--- src/rtl/irqc_pkg.sv ---
package irqc_pkg;
    // Event source encodings in control bits [1:0]
    typedef enum logic [1:0] {
        SRC_CPU_CYCLE = 2'd0,
        SRC_A12_RISE  = 2'd1,
        SRC_PPU_READ  = 2'd2,
        SRC_CPU_WRITE = 2'd3
    } irqc_src_e;

    // Register indices on the write port
    typedef enum logic [2:0] {
        REG_EN_BIT   = 3'd0,
        REG_CTRL     = 3'd1,
        REG_STOP     = 3'd2,
        REG_START    = 3'd3,
        REG_PRESCALE = 3'd4,
        REG_COUNT    = 3'd5,
        REG_KEY      = 3'd6,
        REG_SPARE    = 3'd7
    } irqc_reg_e;

    // Control byte field positions
    localparam int CTL_SRC_LSB = 0;
    localparam int CTL_NARROW  = 2;
    localparam int CTL_HOLD    = 3;
    localparam int CTL_DIR_LSB = 6;

    localparam logic [1:0] DIR_UP   = 2'b01;
    localparam logic [1:0] DIR_DOWN = 2'b10;
endpackage

--- src/rtl/irqc_src_sel.sv ---
module irqc_src_sel #(
    parameter int N_SRC = 4,
    localparam int SEL_W = $clog2(N_SRC)
) (
    input  logic [N_SRC-1:0] ev,
    input  logic [SEL_W-1:0] sel,
    output logic             tick
);
    logic [N_SRC-1:0] hit;

    for (genvar g = 0; g < N_SRC; g++) begin : g_src
        assign hit[g] = ev[g] && (sel == SEL_W'(g));
    end

    assign tick = |hit;
endmodule

--- src/rtl/irqc_step.sv ---
module irqc_step #(
    parameter int DATA_W   = 8,
    parameter int NARROW_W = 3
) (
    input  logic [DATA_W-1:0] pre,
    input  logic [DATA_W-1:0] cnt,
    input  logic              up,
    input  logic              narrow,
    input  logic              hold,
    output logic [DATA_W-1:0] pre_nx,
    output logic [DATA_W-1:0] cnt_nx,
    output logic              fire
);
    localparam logic [DATA_W-1:0] NARROW_MASK = DATA_W'((1 << NARROW_W) - 1);

    logic [DATA_W-1:0] mask;
    logic [DATA_W-1:0] pre_mv;
    logic [DATA_W-1:0] term;
    logic              wrap;

    always_comb begin
        mask   = narrow ? NARROW_MASK : '1;
        pre_mv = up ? pre + 1'b1 : pre - 1'b1;
        pre_nx = (pre & ~mask) | (pre_mv & mask);
        wrap   = up ? ((pre_nx & mask) == '0) : ((pre_nx & mask) == mask);
        term   = up ? '0 : '1;
        cnt_nx = cnt;
        if (wrap && !hold) begin
            cnt_nx = up ? cnt + 1'b1 : cnt - 1'b1;
        end
        fire = wrap && (cnt_nx == term);
    end
endmodule

--- src/rtl/prescaled_irq_timer.sv ---
module prescaled_irq_timer #(
    parameter int DATA_W   = 8,
    parameter int ADDR_W   = 3,
    parameter int NARROW_W = 3
) (
    input  logic              clk,
    input  logic              rst_n,
    input  logic              wr_en,
    input  logic [ADDR_W-1:0] wr_addr,
    input  logic [DATA_W-1:0] wr_data,
    input  logic              ev_cpu_cycle,
    input  logic              ev_a12_rise,
    input  logic              ev_ppu_read,
    input  logic              ev_cpu_write,
    output logic              irq
);
    import irqc_pkg::*;

    localparam int N_SRC = 4;

    typedef struct packed {
        logic              en;
        logic              irq;
        logic [DATA_W-1:0] ctl;
        logic [DATA_W-1:0] key;
        logic [DATA_W-1:0] pre;
        logic [DATA_W-1:0] cnt;
    } state_t;

    state_t st_d, st_q;

    logic [N_SRC-1:0]  ev_vec;
    logic              tick;
    logic [1:0]        dir;
    logic              dir_live;
    logic [DATA_W-1:0] pre_nx, cnt_nx;
    logic              fire;

    assign ev_vec   = {ev_cpu_write, ev_ppu_read, ev_a12_rise, ev_cpu_cycle};
    assign dir      = st_q.ctl[CTL_DIR_LSB +: 2];
    assign dir_live = (dir == DIR_UP) || (dir == DIR_DOWN);

    irqc_src_sel #(.N_SRC(N_SRC)) u_sel (
        .ev   (ev_vec),
        .sel  (st_q.ctl[CTL_SRC_LSB +: 2]),
        .tick (tick)
    );

    irqc_step #(.DATA_W(DATA_W), .NARROW_W(NARROW_W)) u_step (
        .pre    (st_q.pre),
        .cnt    (st_q.cnt),
        .up     (dir == DIR_UP),
        .narrow (st_q.ctl[CTL_NARROW]),
        .hold   (st_q.ctl[CTL_HOLD]),
        .pre_nx (pre_nx),
        .cnt_nx (cnt_nx),
        .fire   (fire)
    );

    always_comb begin
        st_d = st_q;
        if (wr_en) begin
            case (irqc_reg_e'(wr_addr))
                REG_EN_BIT: begin
                    st_d.en = wr_data[0];
                    if (!wr_data[0]) begin
                        st_d.pre = '0;
                        st_d.irq = 1'b0;
                    end
                end
                REG_CTRL:     st_d.ctl = wr_data;
                REG_STOP: begin
                    st_d.en  = 1'b0;
                    st_d.pre = '0;
                    st_d.irq = 1'b0;
                end
                REG_START:    st_d.en  = 1'b1;
                REG_PRESCALE: st_d.pre = wr_data ^ st_q.key;
                REG_COUNT:    st_d.cnt = wr_data ^ st_q.key;
                REG_KEY:      st_d.key = wr_data;
                default: ;
            endcase
        end else if (st_q.en && tick && dir_live) begin
            st_d.pre = pre_nx;
            st_d.cnt = cnt_nx;
            if (fire) begin
                st_d.irq = 1'b1;
            end
        end
    end

    always_ff @(posedge clk) begin
        if (!rst_n) begin
            st_q <= '0;
        end else begin
            st_q <= st_d;
        end
    end

    assign irq = st_q.irq;
endmodule

--- config.mk ---
export PLATFORM = sky130hd
export DESIGN_NAME = prescaled_irq_timer
export DESIGN_NICKNAME = d
export VERILOG_FILES = /design/src/rtl/irqc_pkg.sv /design/src/rtl/irqc_src_sel.sv /design/src/rtl/irqc_step.sv /design/src/rtl/prescaled_irq_timer.sv
export SDC_FILE = /design/constraint.sdc
export NUM_CORES = 1
export LEC_CHECK = 0
export BUFFER_PORTS_ARGS = -buffer_cell sky130_fd_sc_hd__buf_4
export CAP_MARGIN = 15
export CELL_PAD_IN_SITES_DETAIL_PLACEMENT = 0
export CELL_PAD_IN_SITES_GLOBAL_PLACEMENT = 2
export CORE_AREA = 4 4 88 90
export CTS_BUF_LIST = sky130_fd_sc_hd__clkbuf_4
export CTS_CLUSTER_DIAMETER = 200
export DETAILED_ROUTE_END_ITERATION = 10
export DIE_AREA = 0 0 92 94
export HOLD_SLACK_MARGIN = 0.1
export PLACE_DENSITY = 0.82
export SLEW_MARGIN = 10
export SYNTH_ARGS = -nofsm -noshare
export SYNTH_HDL_FRONTEND = slang
export SYNTH_HIERARCHICAL = 1
export SYNTH_SLANG_ARGS = --single-unit
--- constraint.sdc ---
create_clock -name clk -period 5.3 [get_ports clk]
set_clock_uncertainty 0.2 [all_clocks]
set_input_delay 1.06 -clock clk [delete_from_list [all_inputs] [get_ports clk]]
set_output_delay 1.06 -clock clk [all_outputs]
set_load 0.005 [all_outputs]
# Word level (Yosys, flattened, before mapping)
# Cells that the tools add are included.
[totals]
ram_bits = 0
latchBits = 0
word_cells = 73
inputBits = 18
mem_count = 0
ff_bits = 34
romBits = 0
out_inout_bits = 1
[op_classes]
n_addsub = 4
shifts = 0
n_bitwise = 6
magnitude_cmp = 0
n_eq_ne = 17
multipliers = 0
n_mux = 17
reduce_logical = 23
n_div = 0
[op_table]
columns = ["op", "n"]
rows = [
  ["8-bit two-way mux", 7],
  ["16-bit two-way mux", 2],
  ["8-bit bitwise AND", 3],
  ["8-bit case mux with 3 select lines", 1],
  ["8-bit by 1-bit adder with 8-bit output, second input constant", 2],
  ["8-bit == test", 2],
  ["8-bit by 1-bit subtractor with 8-bit output, second input constant", 2],
  ["3-bit == test, second input constant", 3],
  ["1-bit logical AND", 8],
  ["8-bit zero test", 1],
  ["8-bit NOT", 1],
  ["8-bit bitwise OR", 1],
  ["2-bit AND reduction", 4],
  ["8-bit bitwise XOR", 1],
  ["2-bit == test, second input constant", 3],
  ["3-bit by 2-bit == test with 1-bit output, second input constant", 2],
  ["1-bit two-way mux", 5],
  ["2-bit by 1-bit == test with 1-bit output, second input constant", 2],
  ["4-bit by 1-bit != test with 1-bit output, second input constant", 1],
  ["4-bit AND reduction", 1],
  ["2-bit nonzero test", 2],
  ["4-bit OR reduction", 1],
  ["3-bit by 1-bit == test with 1-bit output, second input constant", 1],
  ["3-bit zero test", 1],
  ["other kinds (10)", 10],
]

# Logic depth before layout (Yosys ltp)
[depth]
ltp_word = 14
depth_mapped = 15
depth_no_buf = 14

# Modules after synthesis
# The synthesis kept the hierarchy.
[modules_own_cells]
columns = ["module", "n_inst", "seq_area_each_um2", "cells_each", "area_per_inst_um2"]
rows = [
  ["prescaled_irq_timer", 1, 640.6, 171, 1530.2],
  ["irqc_step", 1, 0.0, 143, 1034.7],
  ["irqc_src_sel", 1, 0.0, 1, 22.5],
]

# Worst setup path after synthesis
# OpenSTA, ideal clock, no wires.
[synth_path]
path_type = "reg2reg"
start = "register st_q (netlist bit dir[1])"
end = "register st_q[3] (netlist bit)"
setup_slack_ps = 1410
required_ps = 4965
path_stages_with_launch = 15
path_buffers = 1
t_arrival_ps = 3554
synth_period_minus_slack_ps = 3890
setup_ps = 135
cell_sequence = "dfxtp_1 -> inv_1 -> ha_1 -> clkbuf_1 -> inv_1 -> ha_1 -> o21a_1 -> nor3b_1 -> or3_1 -> a2111o_1 -> o32a_2 -> a21oi_2 -> mux2_2 -> mux2i_1 -> o22ai_1"
[synth_via]
elab_chain_cells = 11
word_cells_on_any_way = 18
classes_between = "3 x eq/ne; 6 x mux; 3 x bitwise; 6 x reduce/logical"
[synth_rtl]
columns = ["item", "line_no", "text"]
rows = [
  ["start: declaration", "prescaled_irq_timer.sv:30", "state_t st_d, st_q;"],
  ["start signal: assignment", "prescaled_irq_timer.sv:96", "st_q <= st_d;"],
  ["2-bit by 1-bit == test with 1-bit output *", "prescaled_irq_timer.sv:52", ".up (dir == DIR_UP),"],
  ["8-bit two-way mux", "irqc_step.sv:23", "pre_mv = up ? pre + 1'b1 : pre - 1'b1;"],
  ["8-bit bitwise AND", "irqc_step.sv:24", "pre_nx = (pre & ~mask) | (pre_mv & mask);"],
  ["8-bit bitwise OR", "irqc_step.sv:24", ""],
  ["8-bit bitwise AND", "irqc_step.sv:25", "wrap = up ? ((pre_nx & mask) == '0) : ((pre_nx & mask) == mask);"],
  ["8-bit == test / 8-bit zero test (equally long branches)", "irqc_step.sv:25", ""],
  ["1-bit two-way mux", "irqc_step.sv:25", ""],
  ["1-bit logical AND", "irqc_step.sv:28", "if (wrap && !hold) begin"],
  ["8-bit two-way mux *", "irqc_step.sv:28", ""],
  ["via cnt_nx[3]", "prescaled_irq_timer.sv:36", "logic [DATA_W-1:0] pre_nx, cnt_nx;"],
  ["16-bit two-way mux *", "prescaled_irq_timer.sv:83", "end else if (st_q.en && tick && dir_live) begin"],
  ["16-bit two-way mux *", "prescaled_irq_timer.sv:62", "if (wr_en) begin"],
]
# The timed path passes the listed nets; every way through them passes the cells marked *. The select of a mux whose other input is x is not followed.
# A chain may end at the register's enable or synchronous reset.

# Worst setup path in the final report
[layout_path]
start = "register st_q (netlist bit dir[1])"
end = "register st_q[5] (netlist bit)"
# The elaborated chain is that of the path after synthesis.

==> results.tsv <==
metric	value	unit
timing.final.setup_violations	0	
ys_warn_count	6	
clock-sinks	32	
final_cell_mix	37 x nand2_1, 32 x dfxtp_1, 25 x a21oi_1, 21 x buf_4, 16 x inv_1	
coreArea	7060	sq um
post-route-period-util	80.9	%
slew_viol_final	0	
cts_buffer_depth	2	
ys_types	59	
cts_tree	built	
routedWlPerCell	15.4	um
gp_congestion	0.788	
hold_start	st_q[22]	
dp_hpwl	5070	um
post-route-min-period	4.29	ns
critPathTopFamily	compound AO/OA/AOI/OAI gates	
cts_resized	0	
gr-total-overflow	0	
die_width	92	um
status	finished clean	
drv_cap	0	
pwr-share-comb	30.4	%
grt_setup_unrepaired	no	
cts_root_buf	clkbuf_4	
max_stage_delay	0.43	ns
wl	6570	um
drt_first_iter_violations	82	
hold_depth	2	
cts_hold_buf	0	
async_flop_share	0	%
start_kind	flop	
firstDrtPassIters	4	
clkSlewWorstSetupHoldPaths	0.10	ns
die_area	8650	sq um
antenna_found_initial	0	
drive_gt1_share	12.8	%
r2r_end	st_q[5]	
via_count	2316	
crit_chain	inv_1, ha_1, inv_1, ha_1, o21a_1, nor3b_1, or3_1, a2111o_1, o32a_2, a21oi_2, mux2_2, mux2i_1, o22ai_1	
placed_area	2790	sq um
worstPathMaxFanout	13	
track_usage	16.1	%
fin_area	2870	sq um
hold_end	st_q[22]	
grt_pass1_wl	11100	um
die_h	94	um
syn_nets	350	
ff2ff_path_depth	13	
synth_area_per_cell	8.21	sq um
start_util	36.7	%
tns	0	ns
power_density	219	nW/um^2
slowest_stage	ha_1	
final_core_util	40.6	%
path_class	reg2reg	
drc	0	
synth_flop_cell	dfxtp_1	
nets	361	
ys_ff_latch	32	
dp_cells	418	
worstPathRequired	5.30	ns
synthCells	315	
p_leak	1.10	nW
yosysTopAreaCellShare	24.8	%
seqPwrFrac	40.9	%
ant_nets	0	
ir_drop	0.000175	V
r2r_slack	1.01	ns
post-cts-setup-buffer-count	0	
cp-end-kind	flop	
pwr-share-clk	28.7	%
sw_frac_of_total	31.2	%
ys_seq_area_share	24.8	%
io_buffer_count	18	
intPower	432	uW
num-fill-cells	780	
worstReg2RegStart	dir[1]	
fmax	0.233	GHz
io_pins	19	
synth_area_leaders	dfxtp_1 25%, ha_1 7.3%, mux2i_1 5.8%	
rows	31	
tightest_slew	0.786	ns
instances_no_fill	426	
via_per_inst	5.44	
h-tree-depth	2	
yosysTopAreaCell	dfxtp_1	
cts_buffers	5	
antennaDiodeCount	0	
grt_pass1_vias	2213	
netlist_area	2590	sq um
synth_edf_count	0	
hold_viol	0	
layout_commonest_cell	nand2_1	
worstSkewPairLatency	0.33	ns
relSlewSlack	47.1	%
p_sw	196	uW
critPathArrivalTime	4.29	ns
path_buf_inv	2	
hold_path_class	reg2reg	
area_growth_syn_to_layout	10.8	%
grt_start_max_net_pins	25	
[synth_stat cells, types with 3 or more instances]
master and number:
nor3_1 5, buf_2 3, nor2_1 14, o22ai_1 9, nor4bb_1 3, nand2_1 37, nand3_1 6, a211oi_1 10
o21a_1 3, buf_1 3, xnor2_1 6, a221o_1 3, a311oi_1 8, xor2_1 11, nor3b_1 4, clkbuf_1 9
nor2b_1 14, and3_1 3, or2_2 3, ha_1 15, a21oi_1 25, mux2i_1 15, mux2_2 4, o21ai_0 9
nor4_1 4, dfxtp_1 32, inv_1 16
[routing by layer]
metal  vias up  wire [um]  track usage (%)
met5         -          0                0
li1       1199          -                -
met1      1056       3210             21.2
met4         0        127             5.32
met2        51       3040             27.1
met3        10        191             2.08
[registers in the layout, summed over array words and instances (netlist names)]
name / cells
dir: 2
irq: 1
st_q: 29
[layout make-up]
cell class,count,area (sq um),share of cell area [%]
Multi-Input combinational cell,250,1810,63.1
Clock inverter,3,37.5,1.31
Clock buffer,5,37.5,1.31
Tap cell,99,124,4.32
Sequential cell,32,641,22.3
Inverter,16,60.1,2.09
Timing Repair Buffer,21,158,5.50
[power groups by stage]
stage | logic, mW | clock network, mW | registers, mW
floorplan | 0.146 | 0 | 0.259
global placement | 0.191 | 0 | 0.262
detailed placement | 0.190 | 0 | 0.262
CTS | 0.192 | 0.186 | 0.257
global route | 0.215 | 0.195 | 0.258
finish | 0.191 | 0.180 | 0.257
[worst max path at each step]
stage,end,slack [ns],depth (start not counted),startpoint
3_5_place_dp,irq,1.01,14,dir[1]
5_1_grt,irq,0.68,14,dir[1]
4_1_cts,irq,0.98,14,dir[1]
6_report,st_q[5],1.01,13,dir[1]
2_1_floorplan,st_q[3],1.41,14,dir[1]
3_3_place_gp,st_q[3],1.10,13,dir[1]
[metrics by stage]
stage,hold WS (ns),worst slack [ns],power (mW)
finish,0.273,1.01,0.628
detailed placement,0.259,1.01,0.453
global placement,0.253,1.10,0.454
CTS,0.274,0.979,0.634
floorplan,0.248,1.41,0.405
global route,0.288,0.684,0.668
[worst register-to-register path, stage by stage, from the launching register on]
cell,delay [ns]
dfxtp_1,0.32
inv_1,0.05
ha_1,0.39
inv_1,0.35
ha_1,0.43
o21a_1,0.23
nor3b_1,0.15
or3_1,0.37
a2111o_1,0.43
o32a_2,0.26
a21oi_2,0.39
mux2_2,0.39
mux2i_1,0.12
o22ai_1,0.09
[cells by family after synthesis]
| logic type | count (synthesis) | share of synthesized area (%) |
|---|---|---|
| buffers and inverters | 33 | 5.51 |
| AO/OA/AOI/OAI | 91 | 25.5 |
| XOR/XNOR | 17 | 5.75 |
| adder cells (fa/ha/maj) | 17 | 8.80 |
| multiplexers | 20 | 8.41 |
| AND/OR/NAND/NOR | 105 | 21.2 |
| flip-flops | 32 | 24.8 |
Note: power is estimated with default switching activity, not from simulation.
